File: src/rtl/wdt_guard_pkg.sv
package wdt_guard_pkg;

    typedef enum logic [1:0] {
        ACT_NONE = 2'd0,
        ACT_IRQ  = 2'd1,
        ACT_NMI  = 2'd2,
        ACT_CHIP = 2'd3
    } wdt_act_e;

    localparam int unsigned CTRL_WORD  = 0;
    localparam int unsigned TIMER_WORD = 1;

endpackage

File: src/rtl/wdt_bus_decode.sv
module wdt_bus_decode #(
    parameter int unsigned ADDR_W = 4
) (
    input  logic              bus_sel,
    input  logic              bus_wr,
    input  logic [ADDR_W-1:0] bus_addr,
    output logic              wr_ctrl,
    output logic              wr_timer,
    output logic              rd_ctrl,
    output logic              rd_timer
);
    import wdt_guard_pkg::*;

    localparam int unsigned IDX_W = ADDR_W - 2;

    logic [IDX_W-1:0] word_idx;
    logic             aligned;
    logic             hit_ctrl;
    logic             hit_timer;

    always_comb begin
        word_idx  = bus_addr[ADDR_W-1:2];
        aligned   = (bus_addr[1:0] == 2'b00);
        hit_ctrl  = aligned && (word_idx == IDX_W'(CTRL_WORD));
        hit_timer = aligned && (word_idx == IDX_W'(TIMER_WORD));
        wr_ctrl   = bus_sel &&  bus_wr && hit_ctrl;
        wr_timer  = bus_sel &&  bus_wr && hit_timer;
        rd_ctrl   = bus_sel && !bus_wr && hit_ctrl;
        rd_timer  = bus_sel && !bus_wr && hit_timer;
    end

endmodule

File: src/rtl/wdt_countdown.sv
module wdt_countdown #(
    parameter int unsigned CNT_W = 32
) (
    input  logic             clk,
    input  logic             rst_n,
    input  logic             load,
    input  logic [CNT_W-1:0] load_val,
    input  logic             run,
    output logic [CNT_W-1:0] count_o,
    output logic             expire_o
);
    typedef struct packed {
        logic [CNT_W-1:0] count;
    } cnt_state_t;

    cnt_state_t cnt_d, cnt_q;

    always_comb begin
        cnt_d    = cnt_q;
        expire_o = 1'b0;
        if (load) begin
            cnt_d.count = load_val;
        end else if (run && (cnt_q.count != '0)) begin
            cnt_d.count = cnt_q.count - CNT_W'(1);
            expire_o    = (cnt_q.count == CNT_W'(1));
        end
    end

    always_ff @(posedge clk or negedge rst_n) begin
        if (!rst_n) cnt_q <= '0;
        else        cnt_q <= cnt_d;
    end

    assign count_o = cnt_q.count;

endmodule

File: src/rtl/wdt_action_gen.sv
module wdt_action_gen #(
    parameter int unsigned PULSE_LEN = 16
) (
    input  logic                     clk,
    input  logic                     rst_n,
    input  logic                     fire,
    input  wdt_guard_pkg::wdt_act_e  act,
    input  logic                     reload,
    output logic                     irq_o,
    output logic                     nmi_o,
    output logic                     chip_rst_o,
    output logic                     chip_req_o
);
    import wdt_guard_pkg::*;

    localparam int unsigned PW = $clog2(PULSE_LEN + 1);

    typedef struct packed {
        logic          irq;
        logic          nmi;
        logic [PW-1:0] pcnt;
    } act_state_t;

    act_state_t act_d, act_q;

    always_comb begin
        act_d      = act_q;
        chip_req_o = 1'b0;
        if (reload) begin
            act_d.irq = 1'b0;
            act_d.nmi = 1'b0;
        end
        if (act_q.pcnt != '0) act_d.pcnt = act_q.pcnt - PW'(1);
        if (fire) begin
            unique case (act)
                ACT_IRQ:  act_d.irq = 1'b1;
                ACT_NMI:  act_d.nmi = 1'b1;
                ACT_CHIP: begin
                    act_d.pcnt = PW'(PULSE_LEN);
                    chip_req_o = 1'b1;
                end
                default:  ;
            endcase
        end
    end

    always_ff @(posedge clk or negedge rst_n) begin
        if (!rst_n) act_q <= '0;
        else        act_q <= act_d;
    end

    assign irq_o      = act_q.irq;
    assign nmi_o      = act_q.nmi;
    assign chip_rst_o = (act_q.pcnt != '0);

endmodule

File: src/rtl/wdt_cause_flag.sv
module wdt_cause_flag (
    input  logic clk,
    input  logic por_n,
    input  logic set,
    output logic flag_o
);
    logic flag_d, flag_q;

    always_comb begin
        flag_d = flag_q | set;
    end

    always_ff @(posedge clk or negedge por_n) begin
        if (!por_n) flag_q <= 1'b0;
        else        flag_q <= flag_d;
    end

    assign flag_o = flag_q;

endmodule

File: src/rtl/wdt_guard.sv
module wdt_guard #(
    parameter int unsigned ADDR_W    = 4,
    parameter int unsigned DATA_W    = 32,
    parameter int unsigned CNT_W     = 32,
    parameter int unsigned PULSE_LEN = 16
) (
    input  logic              clk,
    input  logic              rst_n,
    input  logic              por_n,
    input  logic              bus_sel,
    input  logic              bus_wr,
    input  logic [ADDR_W-1:0] bus_addr,
    input  logic [DATA_W-1:0] bus_wdata,
    output logic [DATA_W-1:0] bus_rdata,
    output logic              irq_o,
    output logic              nmi_o,
    output logic              chip_rst_o
);
    import wdt_guard_pkg::*;

    typedef struct packed {
        wdt_act_e act;
    } ctrl_state_t;

    ctrl_state_t ctrl_d, ctrl_q;

    logic             wr_ctrl;
    logic             wr_timer;
    logic             rd_ctrl;
    logic             rd_timer;
    logic [CNT_W-1:0] cnt_val;
    logic             expire;
    logic             chip_req;
    logic             cause_flag;

    wdt_bus_decode #(.ADDR_W(ADDR_W)) u_dec (
        .bus_sel  (bus_sel),
        .bus_wr   (bus_wr),
        .bus_addr (bus_addr),
        .wr_ctrl  (wr_ctrl),
        .wr_timer (wr_timer),
        .rd_ctrl  (rd_ctrl),
        .rd_timer (rd_timer)
    );

    always_comb begin
        ctrl_d = ctrl_q;
        if (wr_ctrl) ctrl_d.act = wdt_act_e'(bus_wdata[1:0]);
    end

    always_ff @(posedge clk or negedge rst_n) begin
        if (!rst_n) ctrl_q <= '{act: ACT_NONE};
        else        ctrl_q <= ctrl_d;
    end

    wdt_countdown #(.CNT_W(CNT_W)) u_cnt (
        .clk      (clk),
        .rst_n    (rst_n),
        .load     (wr_timer),
        .load_val (bus_wdata[CNT_W-1:0]),
        .run      (ctrl_q.act != ACT_NONE),
        .count_o  (cnt_val),
        .expire_o (expire)
    );

    wdt_action_gen #(.PULSE_LEN(PULSE_LEN)) u_act (
        .clk        (clk),
        .rst_n      (rst_n),
        .fire       (expire),
        .act        (ctrl_q.act),
        .reload     (wr_timer),
        .irq_o      (irq_o),
        .nmi_o      (nmi_o),
        .chip_rst_o (chip_rst_o),
        .chip_req_o (chip_req)
    );

    wdt_cause_flag u_flag (
        .clk    (clk),
        .por_n  (por_n),
        .set    (chip_req),
        .flag_o (cause_flag)
    );

    always_comb begin
        bus_rdata = '0;
        if (rd_ctrl) begin
            bus_rdata[1:0]        = ctrl_q.act;
            bus_rdata[DATA_W-1]   = cause_flag;
        end else if (rd_timer) begin
            bus_rdata[CNT_W-1:0]  = cnt_val;
        end
    end

endmodule

File: config.mk
export PLATFORM = sky130hd
export DESIGN_NAME = wdt_guard
export DESIGN_NICKNAME = d
export VERILOG_FILES = /design/src/rtl/wdt_guard_pkg.sv /design/src/rtl/wdt_bus_decode.sv /design/src/rtl/wdt_countdown.sv /design/src/rtl/wdt_action_gen.sv /design/src/rtl/wdt_cause_flag.sv /design/src/rtl/wdt_guard.sv
export SDC_FILE = /design/constraint.sdc
export NUM_CORES = 1
export LEC_CHECK = 0
export ABC_CLOCK_PERIOD_IN_PS = 3990
export BUFFER_PORTS_ARGS = -buffer_cell sky130_fd_sc_hd__buf_4
export CAP_MARGIN = 20
export CORE_MARGIN = 2
export CORE_UTILIZATION = 25
export CTS_BUF_LIST = sky130_fd_sc_hd__clkbuf_16
export CTS_CLUSTER_SIZE = 10
export DETAILED_ROUTE_END_ITERATION = 7
export PLACE_DENSITY = 0.42
export SETUP_SLACK_MARGIN = 0.2
export SYNTH_ARGS = -nofsm -noshare
export SYNTH_HDL_FRONTEND = slang
export SYNTH_HIERARCHICAL = 1
export SYNTH_SLANG_ARGS = --single-unit
File: constraint.sdc
create_clock -name clk -period 3.99 [get_ports clk]
set_input_delay 0.1995 -clock clk [delete_from_list [all_inputs] [get_ports clk]]
set_output_delay 0.1995 -clock clk [all_outputs]
set_load 0.01 [all_outputs]
==> results.ini <==
[power]
p_int_uw = 915
p_per_area_nw_per_um2 = 384
netSwitchingPower_uw = 478
power_frac_seq_pct = 46.9
power_switching_share_pct = 34.3
peakVddDrop_uv = 180
p_leak_uw = 0.00148
report.power.total_uw = 1390
p_comb_share_pct = 24.4
power_frac_clock_pct = 28.7

[global_route]
grt_overflow = 0
grt_max_degree = 47
grt_pass1_wl_um = 14800
antenna_found_initial = 0
track_usage_pct = 14.6
grt_pass1_vias = 2767

[synth]
synthSimpleGateAreaFrac_pct = 36.9
yosysWarnings = 6
seq_area_frac_synth_pct = 37.0
yosysUniqueCellTypes = 50
yosysTopAreaCellShare_pct = 37.0
ys_ff_latch = 42
synth_cells = 336
synth_top_family_by_area = simple AND/OR/NAND/NOR gates
synth_nets = 380
muxShareOfSynthArea_pct = 0.794
synthAdderAreaFrac_pct = 1.32
avgSynthCellArea_um2 = 8.45
ys_async_sr_fraction_pct = 100
synthTopCellsByArea = dfrtp_1 37%, and2_1 6.6%, or4_1 5.6%, nor2_1 4.8%, a31oi_1 4.2%
synth_xor_area_share_pct = 0.926
synth_compound_area_share_pct = 16.4
synth.largest_area_cell = dfrtp_1
syn_area_um2 = 2840
synth_top_flop_cell = dfrtp_1
synth-edff-count = 0

[route]
viasPerCell = 5.12
met3_length_um = 430
final_antenna_net_count = 0
routed_wl_um = 8970
wl_met2_um = 3980
drtPass1Iterations = 4
vias = 2770
wl_per_cell_um = 16.6
drt-initial-drc-count = 134
routed.top_layer = met4
drc = 0
met1_length_um = 4480

[setup_path]
rr_endpoint = u_cnt/count_o[26]
worstPathRequired_ns = 4.20
crit_type = register to register
r2r_start = u_cnt/count_o[0]
ff2ff_setup_slack_ns = 1.20
reg2reg_depth = 7
cp.arrival_ns = 3.00
cp-start-kind = register
worst-path-max-fanout = 14
critPathCaptureType = register

[hold_path]
worstHoldStart = bus_wdata[8]
hp-class = input pin to register
whs_path_depth = 3
min_delay_worst_endpoint = u_cnt/count_o[8]

[floorplanning]
die_w_um = 111
std_cell_rows = 38
floorplan.initialDensity_pct = 25.9
die_area_um2 = 12200
core_um2 = 10900
ios = 76
die_h_um = 111

[finish]
layout.nets = 444
final_area_um2 = 3630
mostFrequentLayoutCells = 78 x buf_4, 42 x dfrtp_1, 35 x nor2_1, 30 x and2_1, 26 x nand2_1
antenna_cells = 0
syn_to_final_growth_pct = 27.8
layout_commonest_cell = buf_4
final_cells = 541
drive_above_1_share_pct = 25.2

[sta]
skew_ns = 0.00740
setup_viol = 0
relSlewSlack_pct = 44.2
rsz0062_at_grt = false
fin_crit_ns = 2.79
tightest_slew_ns = 0.836
final-max-slew-violation-count = 0
timing.final.hold_violations = 0
setup_slack_ns = 1.20
fmax_mhz = 359
setup-tns-final_ns = 0
fin_crit_sh_pct = 69.9

[clock_tree]
clock_sinks = 42
cts_tree = yes
post-cts-setup-buffer-count = 0
h-tree-depth = 2
cts_buffers = 5
clk_latency_ns = 0.28
root_buffer = clkbuf_16
cts_max_path_buffers = 2
clk_pin_slew_ns = 0.07

[status]
status = finished, final reports clean

[placement]
place_area_um2 = 3460
dp_cells = 531
dp.final_hpwl_um = 6380
place_congestion = 0.806
dp_slack_ns = 1.24
numPortBuffers = 75

[job]
maxCapViolCount = 0

-- worst max-delay path: stages, from the launching register on --
cell,delay [ns]
dfrtp_1,0.43
inv_1,0.08
ha_1,0.17
nor2b_1,0.68
and4_1,0.51
nand3_1,0.22
or4_1,0.45
a31oi_1,0.17
-- per-stage QoR --
| step | hold WS (ns) | utilization (%) |
|---|---|---|
| 4_1_cts | 0.123 | 33.2 |
| 6_report | 0.125 | 33.2 |
| 5_1_grt | 0.133 | 33.2 |
| 3_5_place_dp | -0.0234 | 31.7 |
| 3_3_place_gp | -0.0252 | 31.7 |
| 2_1_floorplan | -0.0961 | - |
-- sequential cells by signal (all words and copies together), names as in the netlist --
register / flops
ctrl_q: 2
u_cnt/count_o: 32
u_act/act_q: 5
u_flag/flag_o: 1
u_act/irq_o: 1
u_act/nmi_o: 1
-- cell families (layout without fill, tap and decap cells) --
family / count (synthesis) / in the layout
xor gates and xnor gates: 3 / 3
buffers and inverters: 37 / 102
DFF: 42 / 42
adders and majority gates: 3 / 3
AOI/OAI and AO/OA: 64 / 64
muxes: 2 / 2
and+or+nand+nor: 185 / 185
-- area by class of cell --
cell class / instances / area (um^2)
sequential: 42 / 1050
multi-input combinational: 257 / 1600
inverter: 14 / 52.6
fill: 1192 / 7310
clock inverter: 3 / 16.3
clock buffer: 5 / 125
timing repair buffer: 80 / 606
tap: 140 / 175
-- power groups by stage --
stage,clock network (uW),registers [uW],logic [uW]
final,399,653,340
after detailed placement,0,662,337
after global routing,431,676,384
after floorplan,0,618,238
after CTS,414,654,341
after global placement,0,660,333
-- worst max path at each step --
stage	endpoint	startpoint	slack, ns	cells past startpoint
after floorplan	u_flag/flag_o	u_cnt/count_o[8]	1.21	11
after detailed placement	u_cnt/count_o[26]	u_cnt/count_o[0]	1.24	7
after global routing	u_cnt/count_o[22]	u_cnt/count_o[1]	0.94	7
after CTS	u_cnt/count_o[26]	u_cnt/count_o[0]	1.23	7
after global placement	u_cnt/count_o[26]	u_cnt/count_o[0]	1.31	7
final	u_cnt/count_o[26]	u_cnt/count_o[0]	1.20	7
-- synth_stat cells (all sizes together) (6+ instances only) --
library cell and count:
or4 23, inv 14, a31oi 19, and2 30
nor2 36, o311ai 6, clkbuf 14, o31ai 10
nand3 21, nor3 7, nand2 26, nand4 11
buf 9, dfrtp 42
-- routing by layer --
metal	vias to the layer above	global-route usage [%]
met4	0	3.08
met2	73	22.9
met3	6	2.63
met5	-	0
met1	1310	21.2
li1	1381	-
-- timing repair --
item	in CTS	in global routing
hold endpoints to repair	42	0
resized for setup	0	0
endpoints found under the setup margin	0	0
hold buffers	2	0
No activity file was read; power rests on OpenSTA's default activity.
